**src/rtl/jc_pkg.sv**
```systemverilog
package jc_pkg;

    localparam int JC_DEFAULT_WIDTH = 7;

    typedef enum logic [1:0] {
        ACT_HOLD   = 2'd0,
        ACT_STEP   = 2'd1,
        ACT_RELOAD = 2'd2,
        ACT_PARK   = 2'd3
    } jc_act_e;

    typedef struct packed {
        logic restart;
        logic enable;
    } jc_ctrl_t;

endpackage

```
**src/rtl/jc_term_decode.sv**
```systemverilog
module jc_term_decode #(
    parameter int WIDTH = jc_pkg::JC_DEFAULT_WIDTH
) (
    input  logic [WIDTH-1:0] state,
    output logic             at_term
);
    localparam logic [WIDTH-1:0] TERM_CODE = {{(WIDTH-1){1'b1}}, 1'b0};

    always_comb begin
        at_term = (state == TERM_CODE);
    end
endmodule

```
**src/rtl/jc_step_sel.sv**
```systemverilog
module jc_step_sel #(
    parameter int WIDTH = jc_pkg::JC_DEFAULT_WIDTH
) (
    input  logic [WIDTH-1:0] state,
    input  jc_pkg::jc_ctrl_t ctrl,
    input  logic             at_term,
    output logic [WIDTH-1:0] next_state
);
    import jc_pkg::*;

    localparam logic [WIDTH-1:0] START_CODE = '0;

    jc_act_e act;

    always_comb begin
        if (ctrl.restart)     act = ACT_RELOAD;
        else if (at_term)     act = ACT_PARK;
        else if (ctrl.enable) act = ACT_STEP;
        else                  act = ACT_HOLD;
    end

    always_comb begin
        unique case (act)
            ACT_RELOAD: next_state = START_CODE;
            ACT_STEP:   next_state = {state[WIDTH-2:0], ~state[WIDTH-1]};
            default:    next_state = state;
        endcase
    end
endmodule

```
**src/rtl/jc_state_reg.sv**
```systemverilog
module jc_state_reg #(
    parameter int WIDTH = jc_pkg::JC_DEFAULT_WIDTH
) (
    input  logic             clk,
    input  logic             rst,
    input  logic [WIDTH-1:0] d,
    output logic [WIDTH-1:0] q
);
    always_ff @(posedge clk) begin
        if (rst) q <= '0;
        else     q <= d;
    end

    AST_RST_CLEARS: assert property (@(posedge clk) rst |=> (q == '0));
endmodule

```
**src/rtl/self_stop_johnson.sv**
```systemverilog
module self_stop_johnson #(
    parameter int WIDTH = jc_pkg::JC_DEFAULT_WIDTH
) (
    input  logic             clk,
    input  logic             rst,
    input  logic             count_en,
    input  logic             restart,
    output logic [WIDTH-1:0] count_q,
    output logic             term_hit
);
    import jc_pkg::*;

    localparam logic [WIDTH-1:0] TERM_CODE = {{(WIDTH-1){1'b1}}, 1'b0};

    jc_ctrl_t         ctrl;
    logic [WIDTH-1:0] next_state;
    logic [WIDTH-1:0] state_q;
    logic             at_term;

    always_comb begin
        ctrl.restart = restart;
        ctrl.enable  = count_en;
    end

    jc_term_decode #(.WIDTH(WIDTH)) u_decode (
        .state   (state_q),
        .at_term (at_term)
    );

    jc_step_sel #(.WIDTH(WIDTH)) u_step (
        .state      (state_q),
        .ctrl       (ctrl),
        .at_term    (at_term),
        .next_state (next_state)
    );

    jc_state_reg #(.WIDTH(WIDTH)) u_reg (
        .clk (clk),
        .rst (rst),
        .d   (next_state),
        .q   (state_q)
    );

    assign count_q  = state_q;
    assign term_hit = at_term;

    AST_STEP_SHIFT: assert property (@(posedge clk) disable iff (rst)
        (!restart && count_en && state_q != TERM_CODE)
        |=> (state_q == {$past(state_q[WIDTH-2:0]), ~$past(state_q[WIDTH-1])}));
    AST_TERM_PARK: assert property (@(posedge clk) disable iff (rst)
        (!restart && term_hit) |=> ($stable(state_q) && term_hit));
    AST_IDLE_HOLD: assert property (@(posedge clk) disable iff (rst)
        (!restart && !count_en) |=> $stable(state_q));
    AST_RESTART_ZERO: assert property (@(posedge clk) disable iff (rst)
        restart |=> (state_q == '0));
    AST_ONE_BIT_MOVE: assert property (@(posedge clk) disable iff (rst)
        !restart |=> $onehot0(state_q ^ $past(state_q)));
endmodule

```
**config.mk**
```make
export PLATFORM = sky130hd
export DESIGN_NAME = self_stop_johnson
export DESIGN_NICKNAME = d
export VERILOG_FILES = /design/src/rtl/jc_pkg.sv /design/src/rtl/jc_term_decode.sv /design/src/rtl/jc_step_sel.sv /design/src/rtl/jc_state_reg.sv /design/src/rtl/self_stop_johnson.sv
export SDC_FILE = /design/constraint.sdc
export NUM_CORES = 1
export LEC_CHECK = 0
export BUFFER_PORTS_ARGS = -buffer_cell sky130_fd_sc_hd__buf_2
export CAP_MARGIN = 20
export CORE_AREA = 3 3 40 42
export DETAILED_ROUTE_END_ITERATION = 12
export DIE_AREA = 0 0 43 45
export MAX_ROUTING_LAYER = met4
export PLACE_DENSITY = 0.52
export SETUP_SLACK_MARGIN = 0.4
export SYNTH_ARGS = -nofsm -noshare
export SYNTH_HDL_FRONTEND = slang
export SYNTH_SLANG_ARGS = --single-unit
```
**constraint.sdc**
```tcl
create_clock -name clk -period 5.3 [get_ports clk]
set_clock_uncertainty 0.15 [all_clocks]
set_input_delay 0.53 -clock clk [delete_from_list [all_inputs] [get_ports clk]]
set_output_delay 0.53 -clock clk [all_outputs]
set_load 0.05 [all_outputs]
```
Yosys cells after proc, flatten, opt, wreduce, memory -nomap -nowiden
Index checks and enable logic that the tools add are counted.
- equal/unequal tests: 3
- muxes and demuxes: 4
- bitwise operators: 1
- reduce and logical (&&, ||, !) cells: 1
- operator list (kind ; number):
    $pmux W7 S2 ; 1
    $eq A7 B7 Y1 const B ; 1
    $mux W2 ; 2
    $eq A2 B1 Y1 const B ; 1
    $eq A2 B2 Y1 const B ; 1
    $reduce_bool A2 Y1 ; 1
    $mux W1 ; 1
    $not A1 Y1 ; 1
- register bits after elaboration: 7
- input bits: 4
- logic and storage cells: 10

Depth between registers and ports, before layout
Gate-level depths: netlist of the first run.
- depth after elaboration: 5
- depth in mapped cells: 6
- gate-level depth less buffers: 5

Modules after synthesis
A second synthesis of the first run with hierarchy kept.
- cells, all modules: 35
- area, all modules: 326.6 µm²
- modules (own cells, without submodules) (module ; instances ; cells each ; area each (µm²)):
    jc_state_reg ; 1 ; 14 ; 183.9
    jc_step_sel ; 1 ; 18 ; 125.1
    jc_term_decode ; 1 ; 3 ; 17.5

Least setup slack after synthesis of the first run
No wires, ideal clock.
- path type: register to output
- from: register u_reg.q[1]
- to: output port term_hit
- data arrival time: 1565 ps
- slack: 3055 ps
- cell stages (with the launch flop): 3
- buffers on the path: 0
- path through: dfxtp_1 nand4b_1 nor2_1
- longest elaborated chain between the ends: 1
- RTL lines (element ; RTL line ; text):
    start: declaration ; jc_state_reg.sv:7 ; output logic [WIDTH-1:0] q
    start signal: assignment ; jc_state_reg.sv:10 ; if (rst) q <= '0;
    start signal: assignment ; jc_state_reg.sv:11 ; else q <= d;
    $eq A7 B7 Y1 ; jc_term_decode.sv:10 ; at_term = (state == TERM_CODE);
    end: declaration ; self_stop_johnson.sv:9 ; output logic term_hit
Every way passes these cells.

Final worst setup path of the first run
- from: register u_reg.q[0]
- to: register u_reg.q[0]
- longest elaborated chain between the ends: 5
- elaborated cells between the ends (all ways): 7
- those cells by class: eq/ne (3); mux (3); reduce/logical (1)
- RTL lines (element ; RTL line ; text):
    $eq A7 B7 Y1 * ; jc_term_decode.sv:10 ;
    $mux W2 * ; jc_step_sel.sv:17 ; else if (at_term) act = ACT_PARK;
    $mux W2 * ; jc_step_sel.sv:16 ; if (ctrl.restart) act = ACT_RELOAD;
    $eq A2 B1 Y1 / $eq A2 B2 Y1 (equally long branches) ; jc_step_sel.sv:23 ; unique case (act)
    $pmux W7 S2 / $reduce_bool A2 Y1 (equally long branches) ; n/a ;
Every way passes the cells marked *; elsewhere a longest branch is shown, timed or not.
A chain may end at the register's enable or synchronous reset.

==> results.cfg, run 1 <==
[place]
finalWeightedCongestion = 0.652
dpl_cell_area_um2 = 392
place_inst = 62
place_ws_ps = 3210
port-buffer-count = 11

[floorplanning]
core_um2 = 1280
rows = 13
die_height_um = 45
initial_core_util_pct = 25.1
die_x_um = 43
die_area_um2 = 1940
num_io_pins = 12

[grt]
grt-ovfl-total = 0
grt_pass1_vias = 254
gr-usage-all-layers_pct = 8.32
grt_max_degree = 15
antenna_found_initial = 0
grt_pass1_wl_mm = 1.14

[layout]
syn2layout_area_growth_pct = 29.5
largest_reg_flops = 7
finalNetCount = 57
final_common_cell = buf_2
regMostFlops = u_reg.q
multiInputGateArea_um2 = 174
final_cells = 66
postLayoutCellArea_um2 = 418
largestRegisters = u_reg.q x7
final_cell_mix = buf_2, nand2_1, dfxtp_1
fin_util_pct = 32.5
fillCellCount = 134
antennaDiodeCount = 0
drive_gt1_share_pct = 31.4
regArea_um2 = 140

[synth]
synth_compound_area_share_pct = 17.1
synth_xor_xnor_area_share_pct = 0
ys_seq_elements = 7
synth-adder-area-share_pct = 3.88
synth_area_um2 = 323
synthCells = 37
synth_simple_gate_area_share_pct = 32.9
synthMuxAreaShare_pct = 0
yosysWarnings = 0
syn_area_per_cell_um2 = 8.72
synthDistinctLibCells = 14
syn_nets = 42
synth_top_family_by_area = simple AND/OR/NAND/NOR gates
yosysSeqAreaShare_pct = 43.4

[clock_tree]
post_cts_resized = 0
htree_levels = 1
post-cts-setup-buffer-count = 0
clkTransAtPathRegs_ps = 60
cts-hold-fix-buffers = 0
cts_sinks = 7
clockBufferDepth = 2
numCtsBuffers = 3
clock-root-buffer = clkbuf_4
clock_latency_ps = 260
cts_tree = done

[routing]
dr_total_vias = 324
drc = 0
drtIter0Drc = 10
vias_per_cell = 4.91
drtAntennaViolNets = 0
wl_um = 751
wl_per_cell_um = 11.4
dr.pass1.iters = 4

[setup_path]
worstPathBufferInverterCount = 0
r2r_cells = 5
critPathKind = flip-flop to flip-flop
required_ps = 5350
crit_path_max_incr_delay_ps = 440
r2r-start = u_reg.q[0]
end_kind = flip-flop
slowest_stage = or3b_1
timing.rr.end = u_reg.q[0]
r2r_setup_slack_ps = 3300
crit_fanout = 14
path_cells = nand4b_1 -> o21ba_2 -> ha_1 -> or3b_1 -> a21oi_2
start_kind = flip-flop
path_delay_family = simple AND/OR/NAND/NOR gates
cp_data_arrival_time_ps = 2050

[sta]
fin_crit_sh_pct = 37.8
slew_violations = 0
hold_viol = 0
layout_min_cycle_time_ps = 2000
slew_headroom_pct = 77.8
fin_setup_tns_ps = 0
timing.hold.ws_ps = 347
worstMarginPinSlew_ps = 332
max_freq_ghz = 0.500
setup_slack_ps = 3300
finalSetupViolCount = 0
rsz0062_at_grt = no

[pwr]
p_leak_nw = 0.163
irDropWorstVdd_mv = 0.0930
totalPowerFinal_mw = 0.113
power_density_nw_per_um2 = 271

[hold_path]
holdPathStages = 2
hold_end = u_reg.q[1]
hold_path.class = flip-flop to flip-flop
min_from = u_reg.q[1]

[run_status]
outcome = completed

[job]
cap_violations = 0
==> worst register-to-register path, delay by kind of cell, from the launching register on <==
kind / cells / cell delay [ps]
AO/OA/AOI/OAI: 2 / 370
adder cells (fa/ha/maj): 1 / 420
flip-flops: 1 / 330
AND/OR/NAND/NOR: 2 / 670
==> power breakdown <==
| group | internal, mW | leakage [nW] | switching [mW] |
|---|---|---|---|
| Combinational | 0.00438 | 0.0921 | 0.00567 |
| Sequential | 0.0529 | 0.0564 | 0.000228 |
| Clock | 0.0288 | 0.0150 | 0.0212 |
==> layer usage <==
layer  GRT usage, %  vias to the layer above  part of all wire, %
met2           9.58                       15                   37
met3           1.20                        3                  6.9
met4           9.04                        0                  3.6
li1               -                      163                    -
met1           11.3                      143                   52
met5              -                        -                    0
==> logic make-up (layout without fill, tap and decap cells) <==
kind of cell               count (synthesis)  after routing
AOI/OAI and AO/OA                          9              9
adders and majority gates                  1              1
buffers and inverters                      2             16
DFF                                        7              7
and+or+nand+nor                           18             18
==> cells in the mapped netlist <==
cell type	number	share of area, %
a21oi_1	6	9.3
a21oi_2	1	2.7
buf_2	1	1.5
dfxtp_1	7	43
ha_1	1	3.9
inv_1	1	1.2
nand2_1	7	8.1
nand3_1	1	1.5
nand3b_1	6	14
nand4b_1	2	5.4
nor2_1	1	1.2
o21ba_2	1	3.1
o22ai_1	1	1.9
or3b_1	1	2.7
==> final cells by class <==
class	instances	area share [%]
Sequential cell	7	33.5
Multi-Input combinational cell	28	41.6
Clock buffer	4	6.29
Inverter	1	0.898
Tap cell	15	4.49
Timing Repair Buffer	11	13.2
==> worst max-delay path by stage <==
stage                            end  cells after the start  slack, ps       start
after CTS                 u_reg.q[0]                      5       3280  u_reg.q[0]
after detailed placement  u_reg.q[0]                      6       3210     restart
after global routing      u_reg.q[0]                      5       3180  u_reg.q[0]
after global placement    u_reg.q[0]                      6       3220     restart
final                     u_reg.q[0]                      5       3300  u_reg.q[0]
after floorplan             term_hit                      2       3050  u_reg.q[1]
Note: power is estimated with default switching activity, not from simulation.
==> inputs of run 2 (changes only) <==
--- a/config.mk
+++ b/config.mk
@@ -5,13 +5,14 @@
 export SDC_FILE = /design/constraint.sdc
 export NUM_CORES = 1
 export LEC_CHECK = 0
+export ABC_AREA = 1
 export BUFFER_PORTS_ARGS = -buffer_cell sky130_fd_sc_hd__buf_2
 export CAP_MARGIN = 20
 export CORE_AREA = 3 3 40 42
 export DETAILED_ROUTE_END_ITERATION = 12
 export DIE_AREA = 0 0 43 45
 export MAX_ROUTING_LAYER = met4
-export PLACE_DENSITY = 0.52
+export PLACE_DENSITY = 0.53
 export SETUP_SLACK_MARGIN = 0.4
 export SYNTH_ARGS = -nofsm -noshare
 export SYNTH_HDL_FRONTEND = slang
==> constraint.sdc (replaced) <==
create_clock -name clk -period 1.85 [get_ports clk]
set_clock_uncertainty 0.15 [all_clocks]
set_input_delay 0.185 -clock clk [delete_from_list [all_inputs] [get_ports clk]]
set_output_delay 0.185 -clock clk [all_outputs]
set_load 0.05 [all_outputs]
==> run 2 against run 1 <==
Effect of this change:
- area after synthesis rose by 1.9%
- highest routed layer unchanged
- non-clock buffer count rose by 8
- worst hold slack got worse by 180 ps
- count of clock-buffer cells in the layout did not move
- sequential power rose to 3.3 times the previous value
- power rose to 4.0 times the previous value
- routed wire length rose by 24%
- core utilization rose by 13 points
- final area rose by 40%
- cell count rose by 26%
- sequential share of layout area fell by 5.4 points
- register-to-register slack got worse by 3000 ps
==> results.cfg, run 2 <==
[run_status]
outcome = completed

[grt]
grt_pass1_vias = 356
antenna_found_initial = 0
grt-ovfl-total = 0
gr-usage-all-layers_pct = 11.0
grt_pass1_wl_mm = 1.55
grt_max_degree = 9

[routing]
dr.pass1.iters = 4
dr_total_vias = 368
drtIter0Drc = 6
vias_per_cell = 4.43
wl_um = 928
drc = 0
drtAntennaViolNets = 0
wl_per_cell_um = 11.2

[synth]
synthCells = 46
synth_top_area_share_pct = 42.6
yosysSeqAreaShare_pct = 42.6
synth-edff-count = 0
yosys.area.top_type = dfxtp_1
async_flop_share_pct = 0
synth_area_um2 = 329
ys_seq_elements = 7
syn_area_per_cell_um2 = 7.15
yosysWarnings = 0
post-synth-top-count-cell = nor2_1
synth_area_leaders = dfxtp_1, a21oi_1, nor2_1
synth_common_cells = nor2_1, a21oi_1, dfxtp_1, o21ai_0, nand2_1
syn_nets = 51
synthFlopType = dfxtp_1
synthDistinctLibCells = 11

[pwr]
irDropWorstVdd_mv = 0.458
p_sw_mw = 0.161
sequentialPowerShare_pct = 38.7
switching_share_pct = 35.3
power.internal_mw = 0.296
p_leak_nw = 0.275
pwr-share-comb_pct = 31.8
totalPowerFinal_mw = 0.457
power_density_nw_per_um2 = 784
clockPowerShare_pct = 29.5

[layout]
fillCellCount = 135
final_cell_mix = buf_2, nor2_1, buf_4
finalNetCount = 74
final_common_cell = buf_2
largest_reg_flops = 7
antennaDiodeCount = 0
regMostFlops = u_reg.q
postLayoutCellArea_um2 = 583
multiInputGateArea_um2 = 225
syn2layout_area_growth_pct = 77.2
final_cells = 83
regArea_um2 = 164
fin_util_pct = 45.4
largestRegisters = u_reg.q x7
drive_gt1_share_pct = 63.2

[sta]
fin_setup_tns_ps = 0
setup_slack_ps = 317
timing.hold.ws_ps = 162
worstMarginPinSlew_ps = 302
layout_min_cycle_time_ps = 1530
finalSetupViolCount = 0
slew_headroom_pct = 79.8
rsz0062_at_grt = yes
slew_violations = 0
max_freq_ghz = 0.653
hold_viol = 0
fin_crit_sh_pct = 82.8

[place]
dpl.hpwl_um = 546
place_inst = 71
dpl_cell_area_um2 = 429
port-buffer-count = 11
place_ws_ps = 142
finalWeightedCongestion = 0.714

[clock_tree]
clockBufferDepth = 2
clock_latency_ps = 240
htree_levels = 1
cts_sinks = 7
cts_tree = done
clkTransAtPathRegs_ps = 50
clock-root-buffer = clkbuf_4
numCtsBuffers = 3

[floorplanning]
num_io_pins = 12
initial_core_util_pct = 25.6
rows = 13
die_height_um = 45
core_um2 = 1280
die_x_um = 43
die_area_um2 = 1940

[setup_path]
crit_fanout = 8
start_kind = flip-flop
critPathKind = flip-flop to flip-flop
crit_path_max_incr_delay_ps = 370
path_delay_family = simple AND/OR/NAND/NOR gates
worstPathBufferInverterCount = 1
path_cells = nand3_4 -> nor3_4 -> nor2_2 -> ha_4 -> inv_6 -> o21ai_1 -> nor2_1
end_kind = flip-flop
slowest_stage = dfxtp_4
required_ps = 1840
cp_data_arrival_time_ps = 1520

[hold_path]
hold_path.class = input port to flip-flop

[job]
cap_violations = 0
==> run 2: layer usage <==
metal / vias to the layer above / GRT usage, % / part of all wire (%)
met5: - / - / 0
met4: 0 / 3.61 / 0.43
met3: 2 / 3.59 / 7.0
li1: 194 / - / -
met1: 161 / 13.8 / 43
met2: 11 / 16.8 / 49
==> run 2: worst min-delay path: cells and delay by family <==
family / cells / cell delay [ps]
compound gates: 1 / 90
buf+inv: 2 / 210
simple gates: 1 / 40
==> run 2: cell families after synthesis <==
group	share of synthesized area, %
fa+ha+maj	3.80
simple gates	21.7
flops	42.6
compound gates	22.8
buf+inv	9.12
==> run 2: worst paths after layout <==
path | from | end | slack, ps | depth (start not counted)
worst max-delay path | u_reg.q[1] | u_reg.q[4] | 320 | 7
worst min-delay path | rst | u_reg.q[2] | 160 | 4
worst max register to register | u_reg.q[1] | u_reg.q[4] | 320 | 7
worst min register to register | u_reg.q[6] | u_reg.q[0] | 440 | 3
==> run 2: final cells by class <==
type | instances | share of cell area [%]
clock buffers | 4 | 4.51
multi-input cells | 33 | 38.6
well taps | 15 | 3.22
flip-flops and latches | 7 | 28.1
inverters | 5 | 4.08
repair buffers | 19 | 21.5
==> run 2: power groups by stage <==
stage,clock network [mW],logic (mW),registers [mW]
floorplan,0,0.0429,0.223
global placement,0,0.104,0.181
detailed placement,0,0.104,0.181
CTS,0.142,0.132,0.177
global route,0.157,0.158,0.179
finish,0.135,0.145,0.177
==> run 2: what timing repair did <==
| action | CTS | global route |
|---|---|---|
| buffers inserted | 6 | 2 |
| resized for setup | 10 | 8 |
| hold buffers | 0 | 0 |
| setup endpoints to repair | 8 | 8 |
| pin swaps | 7 | 6 |
==> inputs of run 3 (changes only) <==
--- a/config.mk
+++ b/config.mk
@@ -5,14 +5,14 @@
 export SDC_FILE = /design/constraint.sdc
 export NUM_CORES = 1
 export LEC_CHECK = 0
-export ABC_AREA = 1
+export ABC_AREA = 0
 export BUFFER_PORTS_ARGS = -buffer_cell sky130_fd_sc_hd__buf_2
 export CAP_MARGIN = 20
 export CORE_AREA = 3 3 40 42
 export DETAILED_ROUTE_END_ITERATION = 12
 export DIE_AREA = 0 0 43 45
 export MAX_ROUTING_LAYER = met4
-export PLACE_DENSITY = 0.53
+export PLACE_DENSITY = 0.52
 export SETUP_SLACK_MARGIN = 0.4
 export SYNTH_ARGS = -nofsm -noshare
 export SYNTH_HDL_FRONTEND = slang
==> constraint.sdc (replaced) <==
create_clock -name clk -period 1.6 [get_ports clk]
set_clock_uncertainty 0.15 [all_clocks]
set_input_delay 0.16 -clock clk [delete_from_list [all_inputs] [get_ports clk]]
set_output_delay 0.16 -clock clk [all_outputs]
set_load 0.05 [all_outputs]
==> run 3 against run 2 <==
Effect of this change:
- the run now ends with negative setup slack left
- non-clock buffer count increased by 3
- die area unchanged
- register-to-register slack got worse by 440 ps
- first-iteration DRC count is 33% lower
- cell count decreased by 7.2%
- count of clock-buffer cells in the layout unchanged
- critical path type unchanged
- critical endpoint is now u_reg.q[0]
- largest power group unchanged
- highest routed layer unchanged
==> results.cfg, run 3 (synthesis results as in run 1) <==
[sta]
worstMarginPinSlew_ps = 195
hold_viol = 0
max_freq_ghz = 0.580
rsz0062_at_grt = yes
layout_min_cycle_time_ps = 1720
slew_headroom_pct = 87.0
slew_violations = 0
setup_slack_ps = -123
fin_setup_tns_ps = -513
finalSetupViolCount = 7
fin_crit_sh_pct = 108

[pwr]
power.internal_mw = 0.289
irDropWorstVdd_mv = 0.296
p_sw_mw = 0.0843
switching_share_pct = 22.6
power_density_nw_per_um2 = 583
pwr-share-comb_pct = 13.8
clockPowerShare_pct = 41.7
sequentialPowerShare_pct = 44.5
p_leak_nw = 0.241

[routing]
dr_total_vias = 356
vias_per_cell = 4.62
dr.pass1.iters = 4
drc = 0
drtAntennaViolNets = 0
wl_per_cell_um = 10.9
wl_um = 839
drtIter0Drc = 4

[hold_path]
hold_path.class = input port to flip-flop
holdPathStages = 2

[clock_tree]
clock-root-buffer = clkbuf_4
numCtsBuffers = 3
clkTransAtPathRegs_ps = 50
clockBufferDepth = 2
cts_tree = done
htree_levels = 1
cts_sinks = 7
clock_latency_ps = 250
cts-hold-fix-buffers = 0

[floorplanning]
die_area_um2 = 1940
core_um2 = 1280
die_x_um = 43
rows = 13
initial_core_util_pct = 25.1
num_io_pins = 12
die_height_um = 45

[grt]
grt_pass1_vias = 360
grt-ovfl-total = 0
grt_max_degree = 8
grt_pass1_wl_mm = 1.52
antenna_found_initial = 0
gr-usage-all-layers_pct = 10.9

[layout]
finalNetCount = 68
largestRegisters = u_reg.q x7
largest_reg_flops = 7
regMostFlops = u_reg.q
final_cell_mix = buf_6, nand2_1, buf_4
postLayoutCellArea_um2 = 641
final_common_cell = buf_6
antennaDiodeCount = 0
drive_gt1_share_pct = 61.3
syn2layout_area_growth_pct = 98.4

[place]
port-buffer-count = 11
dpl_cell_area_um2 = 517
finalWeightedCongestion = 0.699
dpl.hpwl_um = 675

[setup_path]
crit_fanout = 3
start_kind = flip-flop
end_kind = flip-flop
r2r_cells = 5
required_ps = 1630
critPathKind = flip-flop to flip-flop
cp_data_arrival_time_ps = 1750

[job]
cap_violations = 0

[run_status]
outcome = finished with violations
violations = negative setup slack
==> run 3: changes by cell type in the layout (fill, tap and decap cells not counted), moves of 2 or more <==
cell / delta
nand4b_1: +2
buf_8: +3
o21ai_2: -5
a21oi_1: -2
nand3b_1: +6
buf_2: -7
buf_6: +8
o21ai_1: -2
nand2_1: +4
inv_1: -2
nor2_1: -9
==> run 3: worst paths after layout <==
kind | slack, ps | from | to
worst max-delay path | -120 | u_reg.q[0] | u_reg.q[0]
worst min-delay path | 9 | rst | u_reg.q[0]
worst max register to register | -120 | u_reg.q[0] | u_reg.q[0]
worst min register to register | 450 | u_reg.q[4] | u_reg.q[4]
==> run 3: cell type report <==
type	count	area, um2
clock buffers	4	26.3
fillers	121	644
inverters	1	3.75
multi-input cells	28	210
flip-flops and latches	7	164
well taps	15	18.8
repair buffers	22	218
==> run 3: critical path, cell delays in order (launching register included) <==
cell and delay (ps):
dfxtp_4 330, nand4b_1 240, o21ba_4 250, ha_4 210, or3b_1 360, a21oi_2 110
==> run 3: power groups by stage <==
stage,Sequential [mW],Clock (mW),Combinational (mW)
2_1_floorplan,0.173,0,0.0250
4_1_cts,0.166,0.161,0.0509
5_1_grt,0.166,0.171,0.0576
3_5_place_dp,0.170,0,0.0467
3_3_place_gp,0.170,0,0.0466
6_report,0.166,0.156,0.0517
==> run 3: routing by layer <==
metal / GRT usage [%] / part of all wire (%)
met5: - / 0
met4: 3.61 / 0.60
met3: 4.78 / 6.6
met2: 17.4 / 49
met1: 12.3 / 44
==> run 3: what timing repair did <==
item,4_1_cts,5_1_grt
setup endpoints to repair,15,11
setup buffers,0,0
pin swaps,6,1
resized for setup,19,9
==> run 3: through the flow <==
step	setup slack, ps	cells	hold WS (ps)	utilization, %	total power, mW
2_1_floorplan	-160	37	63.3	-	0.198
3_3_place_gp	-83.1	73	261	40.2	0.216
3_5_place_dp	-136	73	264	40.2	0.216
4_1_cts	-142	77	1.39	47.0	0.378
5_1_grt	-205	77	20.2	49.9	0.394
6_report	-123	77	9.33	49.9	0.374
